### src/rtl/cop_pkg.sv
package cop_pkg;
  localparam int unsigned COP_ADDR_W   = 16;
  localparam int unsigned COP_DATA_W   = 8;
  localparam int unsigned COP_DIV_BITS = 3;
  localparam logic [COP_ADDR_W-1:0] COP_CLR_ADDR = 16'h0FF0;
  localparam int unsigned COP_CLR_BIT  = 0;
  localparam int unsigned COP_SYNC_STAGES = 2;
endpackage

### src/rtl/cop_rst_sync.sv
module cop_rst_sync #(
  parameter int unsigned STAGES = 2
) (
  input  logic clk,
  input  logic rst_n,
  output logic rst_sync_n
);
  logic [STAGES-1:0] sync_q;
  logic [STAGES-1:0] sync_d;

  always_comb begin
    sync_d = {sync_q[STAGES-2:0], 1'b1};
  end

  always_ff @(posedge clk or negedge rst_n) begin
    if (!rst_n) sync_q <= '0;
    else        sync_q <= sync_d;
  end

  assign rst_sync_n = sync_q[STAGES-1];
endmodule

### src/rtl/cop_clr_decode.sv
module cop_clr_decode #(
  parameter int unsigned ADDR_W   = 16,
  parameter int unsigned DATA_W   = 8,
  parameter logic [ADDR_W-1:0] CLR_ADDR = '0,
  parameter int unsigned CLR_BIT  = 0
) (
  input  logic              bus_we_i,
  input  logic [ADDR_W-1:0] bus_addr_i,
  input  logic [DATA_W-1:0] bus_wdata_i,
  output logic              clr_o
);
  logic addr_hit;
  logic data_clr;
  logic unused_wdata;

  always_comb begin
    addr_hit = (bus_addr_i == CLR_ADDR);
    data_clr = ~bus_wdata_i[CLR_BIT];
    clr_o    = bus_we_i & addr_hit & data_clr;
  end

  // Only the selected data bit matters; the others are read for width only.
  assign unused_wdata = ^bus_wdata_i;
endmodule

### src/rtl/cop_div_stage.sv
module cop_div_stage #(
  parameter int unsigned DIV_BITS = 3
) (
  input  logic clk,
  input  logic rst_n,
  input  logic en_i,
  input  logic clr_i,
  input  logic tick_i,
  output logic wrap_o
);
  localparam logic [DIV_BITS-1:0] TERM = '1;

  logic [DIV_BITS-1:0] cnt_q, cnt_d;
  logic                wrap_q, wrap_d;
  logic                cnt_ce;

  always_comb begin
    cnt_ce = 1'b0;
    cnt_d  = cnt_q;
    wrap_d = 1'b0;
    if (!en_i || clr_i) begin
      cnt_ce = 1'b1;
      cnt_d  = '0;
    end else if (tick_i) begin
      cnt_ce = 1'b1;
      cnt_d  = cnt_q + 1'b1;
      wrap_d = (cnt_q == TERM);
    end
  end

  always_ff @(posedge clk or negedge rst_n) begin
    if (!rst_n) begin
      cnt_q  <= '0;
      wrap_q <= 1'b0;
    end else begin
      if (cnt_ce) cnt_q <= cnt_d;
      wrap_q <= wrap_d;
    end
  end

  assign wrap_o = wrap_q;

  AST_CLEAR_WINS: assert property (@(posedge clk) disable iff (!rst_n)
    (en_i && clr_i) |=> (cnt_q == '0 && !wrap_o));
  AST_HELD_OFF: assert property (@(posedge clk) disable iff (!rst_n)
    !en_i |=> (cnt_q == '0 && !wrap_o));
  AST_WRAP_FIRES: assert property (@(posedge clk) disable iff (!rst_n)
    (en_i && !clr_i && tick_i && cnt_q == TERM) |=> (wrap_o && cnt_q == '0));
  AST_ADVANCE: assert property (@(posedge clk) disable iff (!rst_n)
    (en_i && !clr_i && tick_i && cnt_q != TERM) |=>
      (!wrap_o && cnt_q == DIV_BITS'($past(cnt_q) + 1'b1)));
  AST_HOLD: assert property (@(posedge clk) disable iff (!rst_n)
    (en_i && !clr_i && !tick_i) |=> ($stable(cnt_q) && !wrap_o));
  AST_PULSE_ONE: assert property (@(posedge clk) disable iff (!rst_n)
    wrap_o |=> !wrap_o);
endmodule

### src/rtl/cop_watchdog.sv
module cop_watchdog
  import cop_pkg::*;
#(
  parameter int unsigned ADDR_W   = COP_ADDR_W,
  parameter int unsigned DATA_W   = COP_DATA_W,
  parameter int unsigned DIV_BITS = COP_DIV_BITS,
  parameter logic [ADDR_W-1:0] CLR_ADDR = COP_CLR_ADDR,
  parameter int unsigned CLR_BIT  = COP_CLR_BIT,
  parameter int unsigned SYNC_STAGES = COP_SYNC_STAGES
) (
  input  logic              clk,
  input  logic              rst_n,
  input  logic              tick_i,
  input  logic [ADDR_W-1:0] bus_addr_i,
  input  logic [DATA_W-1:0] bus_wdata_i,
  input  logic              bus_we_i,
  input  logic              cop_en_i,
  output logic              cop_rst_o
);
  logic rst_sync_n;
  logic clr;

  cop_rst_sync #(.STAGES(SYNC_STAGES)) u_sync (
    .clk        (clk),
    .rst_n      (rst_n),
    .rst_sync_n (rst_sync_n)
  );

  cop_clr_decode #(
    .ADDR_W   (ADDR_W),
    .DATA_W   (DATA_W),
    .CLR_ADDR (CLR_ADDR),
    .CLR_BIT  (CLR_BIT)
  ) u_dec (
    .bus_we_i    (bus_we_i),
    .bus_addr_i  (bus_addr_i),
    .bus_wdata_i (bus_wdata_i),
    .clr_o       (clr)
  );

  cop_div_stage #(.DIV_BITS(DIV_BITS)) u_div (
    .clk    (clk),
    .rst_n  (rst_sync_n),
    .en_i   (cop_en_i),
    .clr_i  (clr),
    .tick_i (tick_i),
    .wrap_o (cop_rst_o)
  );

  AST_NO_FALSE_CLEAR: assert property (@(posedge clk) disable iff (!rst_sync_n)
    (bus_we_i && bus_wdata_i[CLR_BIT]) |-> !clr);
  AST_RESET_QUIET: assert property (@(posedge clk)
    !rst_sync_n |-> !cop_rst_o);
endmodule

### config.mk
export PLATFORM = sky130hd
export DESIGN_NAME = cop_watchdog
export DESIGN_NICKNAME = d
export VERILOG_FILES = /design/src/rtl/cop_pkg.sv /design/src/rtl/cop_rst_sync.sv /design/src/rtl/cop_clr_decode.sv /design/src/rtl/cop_div_stage.sv /design/src/rtl/cop_watchdog.sv
export SDC_FILE = /design/constraint.sdc
export NUM_CORES = 1
export LEC_CHECK = 0
export BUFFER_PORTS_ARGS = -buffer_cell sky130_fd_sc_hd__buf_2
export CAP_MARGIN = 40
export CORE_AREA = 4 4 41 43
export DETAILED_ROUTE_END_ITERATION = 10
export DIE_AREA = 0 0 45 47
export HOLD_SLACK_MARGIN = 0.08
export PLACE_DENSITY_LB_ADDON = 0.1
export REMOVE_ABC_BUFFERS = 1
export SETUP_SLACK_MARGIN = 0.3
export SLEW_MARGIN = 25
export SYNTH_ARGS = -nofsm -noshare
export SYNTH_HDL_FRONTEND = slang
export SYNTH_SLANG_ARGS = --single-unit
### constraint.sdc
create_clock -name clk -period 0.8 [get_ports clk]
set_input_delay 0.16 -clock clk [delete_from_list [all_inputs] [get_ports clk]]
set_output_delay 0.16 -clock clk [all_outputs]
set_load 0.02 [all_outputs]
==> results of run 1 <==
## layout by cell type (no fill, tap or decap), types with 2 or more instances in the layout
master    netlist  layout
dfrtp_1         6       6
buf_6           0       2
a21oi_1         4       4
buf_2           0      20
clkbuf_4        0       3
nand2_1         4       3
buf_4           0       4
ha_4            0       2
## flip-flops by register name, summed over array words and instances (netlist names)
name / count
u_div.cnt_q: 3
u_div.wrap_o: 1
u_sync.sync_q: 2
## per-stage QoR
stage                     worst slack [ns]  power [mW]  util [%]
final                               -0.466       0.757      43.4
after global routing                -0.510       0.813      43.4
after CTS                           -0.451       0.767      43.4
after detailed placement            -0.567       0.456      36.9
after global placement              -0.529       0.452      36.9
after floorplan                     -0.504       0.376         -
## synth_stat cells (2+ instances only)
library cell / n
nand2_1: 4
a21oi_1: 4
dfrtp_1: 6
ha_1: 2
## logic make-up (layout without fill, tap and decap cells)
kind of cell	after synthesis	after routing	share of synthesized area [%]
fa+ha+maj	2	2	7.60
buf+inv	0	30	0
flops	6	6	45.6
other cells	1	1	1.14
mux	2	2	6.84
xor+xnor	1	1	2.66
compound gates	4	4	6.08
simple gates	10	10	30.0
## final cells by class
cell class,instances,area share [%]
Multi-Input combinational cell,20,37.3
Timing Repair Buffer,27,28.8
Sequential cell,6,26.6
Clock buffer,3,3.99
Tap cell,15,3.33
## how the worst max path moves through the flow
stage / endpoint / slack [ns] / cells past startpoint
after global placement: u_div.cnt_q[0]$_DFFE_PN0P_ / -0.53 / 4
after CTS: u_div.cnt_q[2]$_DFFE_PN0P_ / -0.45 / 5
final: u_div.cnt_q[2]$_DFFE_PN0P_ / -0.47 / 5
after global routing: u_div.cnt_q[2]$_DFFE_PN0P_ / -0.51 / 5
after detailed placement: u_div.cnt_q[0]$_DFFE_PN0P_ / -0.57 / 4
after floorplan: u_div.cnt_q[2]$_DFFE_PN0P_ / -0.50 / 5
## where the power goes
part	switching (mW)	internal (mW)
combinational	0.0511	0.0926
sequential	0.0152	0.320
clock	0.109	0.170
total	0.175	0.582
## routing by layer
metal,global-route usage (%),share of wire (%)
met2,15.5,57
met3,3.45,6.3
met5,0,0
met4,5.26,2.1
met1,10.9,35
## worst max-delay path, delay by kind of cell (launching register included)
family | cells | cell delay [ns]
flops | 1 | 0.41
fa+ha+maj | 2 | 0.38
compound gates | 1 | 0.04
mux | 1 | 0.26
simple gates | 1 | 0.05
## repair_timing
action,in CTS,in global routing
resized for setup,8,0
buffers inserted,1,0
endpoints found under the hold margin,6,4
pin swaps,4,1
endpoints found under the setup margin,5,5
==> flow_summary.ini, run 1 <==
[grt]
grt_use_total_pct = 9.54
grt_max_degree = 5
grt_pass1_wl_mm = 1.41
grt_overflow = 0
antenna_found_initial = 0
grt_pass1_vias = 350

[setup_path]
worstPathCellList = ha_4 -> ha_4 -> mux2_4 -> nand2_2 -> a21oi_1
critPathArrivalTime_ns = 1.38
slowest_stage = dfrtp_1
worstPathRequired_ns = 0.91
cp-startpoint = u_div.cnt_q[1]$_DFFE_PN0P_
cpPeakStageDelay_ns = 0.41
critPathMaxFanout = 2
worstSetupEndpointType = flip-flop
r2r_end = u_div.cnt_q[2]$_DFFE_PN0P_
r2r.worst_path.cells = 5
rrSetupSlack_ns = -0.47
cpMostUsedCell = ha_4
rr_startpoint = u_div.cnt_q[1]$_DFFE_PN0P_
critical_path_class = reg2reg
cp-start-kind = flip-flop

[sta]
skew_ns = 0.00103
setup_ws_ns = -0.466
tns_ns = -1.53
drv_slew = 0
rsz0062_at_grt = true
holdWs_ns = 0.0570
fmax_ghz = 0.790
timing.final.hold_violations = 0
min_period_ns = 1.27
setup_violations = 5
period_share_pct = 158

[die]
die_area_um2 = 2120
start_util_pct = 25.3
fp.dieH_um = 47
die_w_um = 45
ios = 30
rows = 13
core_um2 = 1300

[layout]
n_antenna_cell = 0
fin_nets = 89
area_growth_pct = 71.5
instances_no_fill = 71
seqCellArea_um2 = 150
drive_above_1_share_pct = 64.3
nFillCells = 131
final_area_um2 = 564
multi_input_area_um2 = 210

[placement]
place_area_um2 = 480
dp_hpwl_um = 652
dp.cells = 66
gp_congestion = 0.691
portBuffers = 22

[status]
status = finished with violations
failed_checks = setup timing

[clock_network]
cts_hold_buf = 1
cts_max_path_buffers = 2
clk_pin_slew_ns = 0.05
clk_latency_ns = 0.24
cts_buffers = 3
cts_sinks = 6
clock_tree.root_cell = clkbuf_4
ctsHtreeMaxLevel = 1
tritoncts = built

[synthesis]
syn-instance-count = 26
synth_area_leaders = dfrtp_1 (46%), ha_1 (7.6%), nand4b_4 (7.2%), nor4_4 (6.5%), a21oi_1 (6.1%)
synth_top_cell_area_share_pct = 45.6
synth_area_per_cell_um2 = 12.7
synth_seq_cells = 6
ys_warn_count = 0
synth_area_leader_cell = dfrtp_1
syn_area_um2 = 329
synth-seq-area-share_pct = 45.6
synth_edf_count = 0
synth.distinct_cells = 14
ys_async_sr_fraction_pct = 100
yosys_most_used_dff = dfrtp_1

[route]
drt_iter0_drc = 3
vias = 321
drt_first_pass_iters = 4
wl_per_cell_um = 11.6
viasPerCell = 4.52
postRouteAntennaNets = 0
routed_wl_um = 824
drc = 0

[job]
maxCapViolations = 0

[power]
p_leak_nw = 0.295
ir_drop_mv = 0.730
powerDensity_nw_per_um2 = 1340

[worst_hold_path]
min_path_type = reg2async
Note: power is estimated with default switching activity, not from simulation.
==> run 2, diff against run 1 <==
BUFFER_PORTS_ARGS = unset   (was -buffer_cell sky130_fd_sc_hd__buf_2)
DONT_BUFFER_PORTS = 1   (was unset)
TNS_END_PERCENT = 100   (was unset)
==> flow_summary.ini, run 2 (synthesis gave the netlist of run 1 again) <==
[status]
status = finished with violations
failed_checks = setup timing

[grt]
grt_pass1_vias = 263
grt_use_total_pct = 8.35
grt_max_degree = 5
antenna_found_initial = 0
grt_pass1_wl_mm = 1.12
grt_overflow = 0

[route]
drc = 0
viasPerCell = 4.92
routed_wl_um = 740
wl_per_cell_um = 15.4
drt_iter0_drc = 2
postRouteAntennaNets = 0
vias = 236
drt_first_pass_iters = 2

[layout]
final_cell_mix = dfrtp_1 (5), a21oi_1 (4), clkbuf_4 (3)
n_antenna_cell = 0
final_common_cell = dfrtp_1
area_growth_pct = 39.2
nFillCells = 145
fin_nets = 66
largest-register = u_div.cnt_q
largest_reg_flops = 3
final_util_pct = 35.2
drive_above_1_share_pct = 54.5
final_area_um2 = 458

[die]
core_um2 = 1300
die_area_um2 = 2120
fp.dieH_um = 47
rows = 13
start_util_pct = 25.3
ios = 30
die_w_um = 45

[power]
powerDensity_nw_per_um2 = 1560
p_switching_uw = 160
ir_drop_mv = 0.735
p_leak_nw = 0.202
intPower_uw = 556
p_seq_share_pct = 47.0
combPwrFrac_pct = 14.0
p_clk_share_pct = 39.0
swShare_pct = 22.3

[sta]
fmax_ghz = 0.793
drv_slew = 0
period_share_pct = 158
holdWs_ns = 0.0214
setup_ws_ns = -0.461
timing.final.hold_violations = 0
min_period_ns = 1.26
rsz0062_at_grt = true
skew_ns = 0.00264
setup_violations = 5

[placement]
gp_congestion = 0.558
place_area_um2 = 363
dp_hpwl_um = 558
portBuffers = 0
dp_slack_ns = -0.513

[clock_network]
cts_max_path_buffers = 2
ctsHtreeMaxLevel = 1
cts_hold_buf = 1
clock_tree.root_cell = clkbuf_4
cts_buffers = 3
clk_pin_slew_ns = 0.05
tritoncts = built
cts_sinks = 6
clk_latency_ns = 0.24

[setup_path]
critPathMaxFanout = 2
worstPathRequired_ns = 0.92
worstSetupEndpointType = flip-flop
critPathArrivalTime_ns = 1.38
cp-start-kind = flip-flop
critical_path_class = reg2reg

[job]
maxCapViolations = 0

[worst_hold_path]
min_path_type = in2reg
[run 2: cell type report]
class	count	area [um2]	share of cell area, %
Tap cell	15	18.8	4.10
Clock buffer	3	22.5	4.92
Sequential cell	6	151	33.1
Multi-Input combinational cell	20	229	50.0
Timing Repair Buffer	4	36.3	7.92
[run 2: per-layer routing]
layer / share of wire [%] / wire, um / track usage, % / vias to the layer above
met5: 0 / 0 / 0 / -
met4: 2.3 / 17 / 7.02 / 0
met3: 13 / 94 / 6.51 / 2
met2: 53 / 395 / 10.2 / 12
met1: 31 / 233 / 9.28 / 113
li1: - / - / - / 109
[run 2: through the flow]
step,cells,setup TNS (ns),power [mW]
3_5_place_dp,43,-1.86,0.395
2_1_floorplan,26,-1.70,0.376
6_report,48,-1.23,0.716
5_1_grt,48,-1.42,0.783
4_1_cts,48,-1.25,0.717
3_3_place_gp,43,-1.85,0.392
[run 2: timing repair]
| action | in CTS | in global routing |
|---|---|---|
| resized for setup | 8 | 3 |
| setup endpoints to repair | 5 | 5 |
| buffers inserted | 1 | 0 |
| hold endpoints to repair | 10 | 8 |
| pin swaps | 6 | 3 |
[run 2: final timing paths]
check / start / endpoint / slack [ns] / depth (start not counted)
max: u_div.cnt_q[0]$_DFFE_PN0P_ / u_div.cnt_q[2]$_DFFE_PN0P_ / -0.46 / 5
min: cop_en_i / u_div.cnt_q[1]$_DFFE_PN0P_ / 0.02 / 2
max reg2reg: u_div.cnt_q[0]$_DFFE_PN0P_ / u_div.cnt_q[2]$_DFFE_PN0P_ / -0.46 / 5
min reg2reg: u_sync.sync_q[1]$_DFF_PN0_ / u_div.cnt_q[0]$_DFFE_PN0P_ / 0.06 / 0
max in group asynchronous: rst_n / u_sync.sync_q[1]$_DFF_PN0_ / 0.54 / 1
min in group asynchronous: u_sync.sync_q[1]$_DFF_PN0_ / u_div.cnt_q[0]$_DFFE_PN0P_ / 0.06 / 0
[run 2: worst max-delay path, cell delays in order (launching register included)]
cell and delay (ns):
dfrtp_1 0.41, ha_4 0.18, ha_4 0.20, mux2_4 0.26
nand2_2 0.05, a21oi_1 0.03
[run 2: power by group through the flow]
stage / sequential, mW / combinational, mW / clock (mW)
2_1_floorplan: 0.333 / 0.0432 / 0
3_5_place_dp: 0.335 / 0.0599 / 0
3_3_place_gp: 0.335 / 0.0568 / 0
4_1_cts: 0.336 / 0.0838 / 0.297
6_report: 0.337 / 0.100 / 0.279
5_1_grt: 0.339 / 0.109 / 0.336
==> run 3, diff against run 2 <==
clock period = 1.2 ns   (was 0.8 ns; I/O delays follow)
==> flow_summary.ini, run 3 (synthesis gave the netlist of run 1 again) <==
[status]
status = finished with violations
failed_checks = setup timing

[job]
maxCapViolations = 0

[layout]
drive_above_1_share_pct = 50.0
final_cell_mix = dfrtp_1 (5), a21oi_1 (3), clkbuf_4 (3), buf_4 (3)
area_growth_pct = 38.4
final_common_cell = dfrtp_1
final_util_pct = 35.0
largest-register = u_div.cnt_q
n_antenna_cell = 0
fin_nets = 67
largest_reg_flops = 3
instances_no_fill = 49

[die]
ios = 30
core_um2 = 1300
die_area_um2 = 2120
fp.dieH_um = 47
rows = 13
start_util_pct = 25.3
die_w_um = 45

[route]
drt_iter0_drc = 6
drt_first_pass_iters = 2
vias = 230
drc = 0
wl_per_cell_um = 14.9
postRouteAntennaNets = 0
viasPerCell = 4.69
routed_wl_um = 728

[clock_network]
clock_tree.root_cell = clkbuf_4
cts_max_path_buffers = 2
tritoncts = built
cts_sinks = 6
cts_buffers = 3
clk_latency_ns = 0.24
clk_pin_slew_ns = 0.05
ctsHtreeMaxLevel = 1

[placement]
gp_congestion = 0.547
dp.cells = 43
dp_hpwl_um = 559
portBuffers = 0

[sta]
drv_slew = 0
setup_ws_ns = -0.0515
setup_violations = 1
period_share_pct = 104
rsz0062_at_grt = true
tns_ns = -0.0515
skew_ns = 0.00445
fmax_ghz = 0.799
timing.final.hold_violations = 0
min_period_ns = 1.25

[setup_path]
critical_path_class = reg2reg
r2r.worst_path.cells = 5
rr_startpoint = u_div.cnt_q[1]$_DFFE_PN0P_
worstSetupEndpointType = flip-flop
critPathMaxFanout = 2
cp-start-kind = flip-flop
worstPathRequired_ns = 1.32
critPathArrivalTime_ns = 1.37
cp-startpoint = u_div.cnt_q[1]$_DFFE_PN0P_

[grt]
antenna_found_initial = 0
grt_use_total_pct = 8.51
grt_pass1_wl_mm = 1.16
grt_pass1_vias = 251
grt_overflow = 0
grt_max_degree = 5

[worst_hold_path]
hold_depth = 2
hold_start = cop_en_i
min_path_type = in2reg

[power]
total_power_uw = 473
powerDensity_nw_per_um2 = 1040
p_leak_nw = 0.204
ir_drop_mv = 0.471
==> run 3: where the power goes <==
part | internal (mW) | switching [mW]
clock network | 0.113 | 0.0729
logic | 0.0424 | 0.0232
registers | 0.213 | 0.00786
total | 0.369 | 0.104
==> run 3: final timing paths <==
check / endpoint / slack (ns)
hold / removal: u_div.cnt_q[2]$_DFFE_PN0P_ / 0.11
setup / recovery: u_div.cnt_q[2]$_DFFE_PN0P_ / -0.05
max in group asynchronous: u_div.wrap_o$_DFF_PN0_ / 0.44
hold reg to reg: u_sync.sync_q[1]$_DFF_PN0_ / 0.35
min in group asynchronous: u_sync.sync_q[0]$_DFF_PN0_ / 0.23
setup reg to reg: u_div.cnt_q[2]$_DFFE_PN0P_ / -0.05
==> run 3: metal layers <==
layer	part of all wire (%)	vias up	track usage, %
met3	13	0	5.36
li1	-	111	-
met4	0	0	8.77
met5	0	-	0
met1	32	107	8.35
met2	54	12	11.9
==> run 3: per-stage QoR <==
step	hold WS, ns	cell area (um2)	setup WS [ns]
after detailed placement	-0.0555	363	-0.128
after global placement	-0.0555	363	-0.137
final	0.108	455	-0.0515
after global routing	0.0862	455	-0.0823
after CTS	0.101	453	-0.0535
after floorplan	-0.0556	329	-0.104
==> run 3: area by class of cell <==
class	instances	area, um2
Sequential cell	6	151
Multi-Input combinational cell	20	220
Tap cell	15	18.8
Clock buffer	3	22.5
Fill cell	147	846
Timing Repair Buffer	5	42.5
==> run 3: timing repair <==
item / 4_1_cts / 5_1_grt
setup endpoints to repair: 5 / 5
hold buffers: 2 / 0
resized for setup: 8 / 1
cloned: 0 / 0
hold endpoints to repair: 6 / 0
pin swaps: 6 / 1
setup buffers: 1 / 0
==> run 3: worst max-delay path, cell delays in order, from the launching register on <==
cell and delay, ns:
dfrtp_1 0.40, ha_4 0.18, ha_4 0.20, mux2_4 0.26, nand2_2 0.06, a21oi_2 0.03
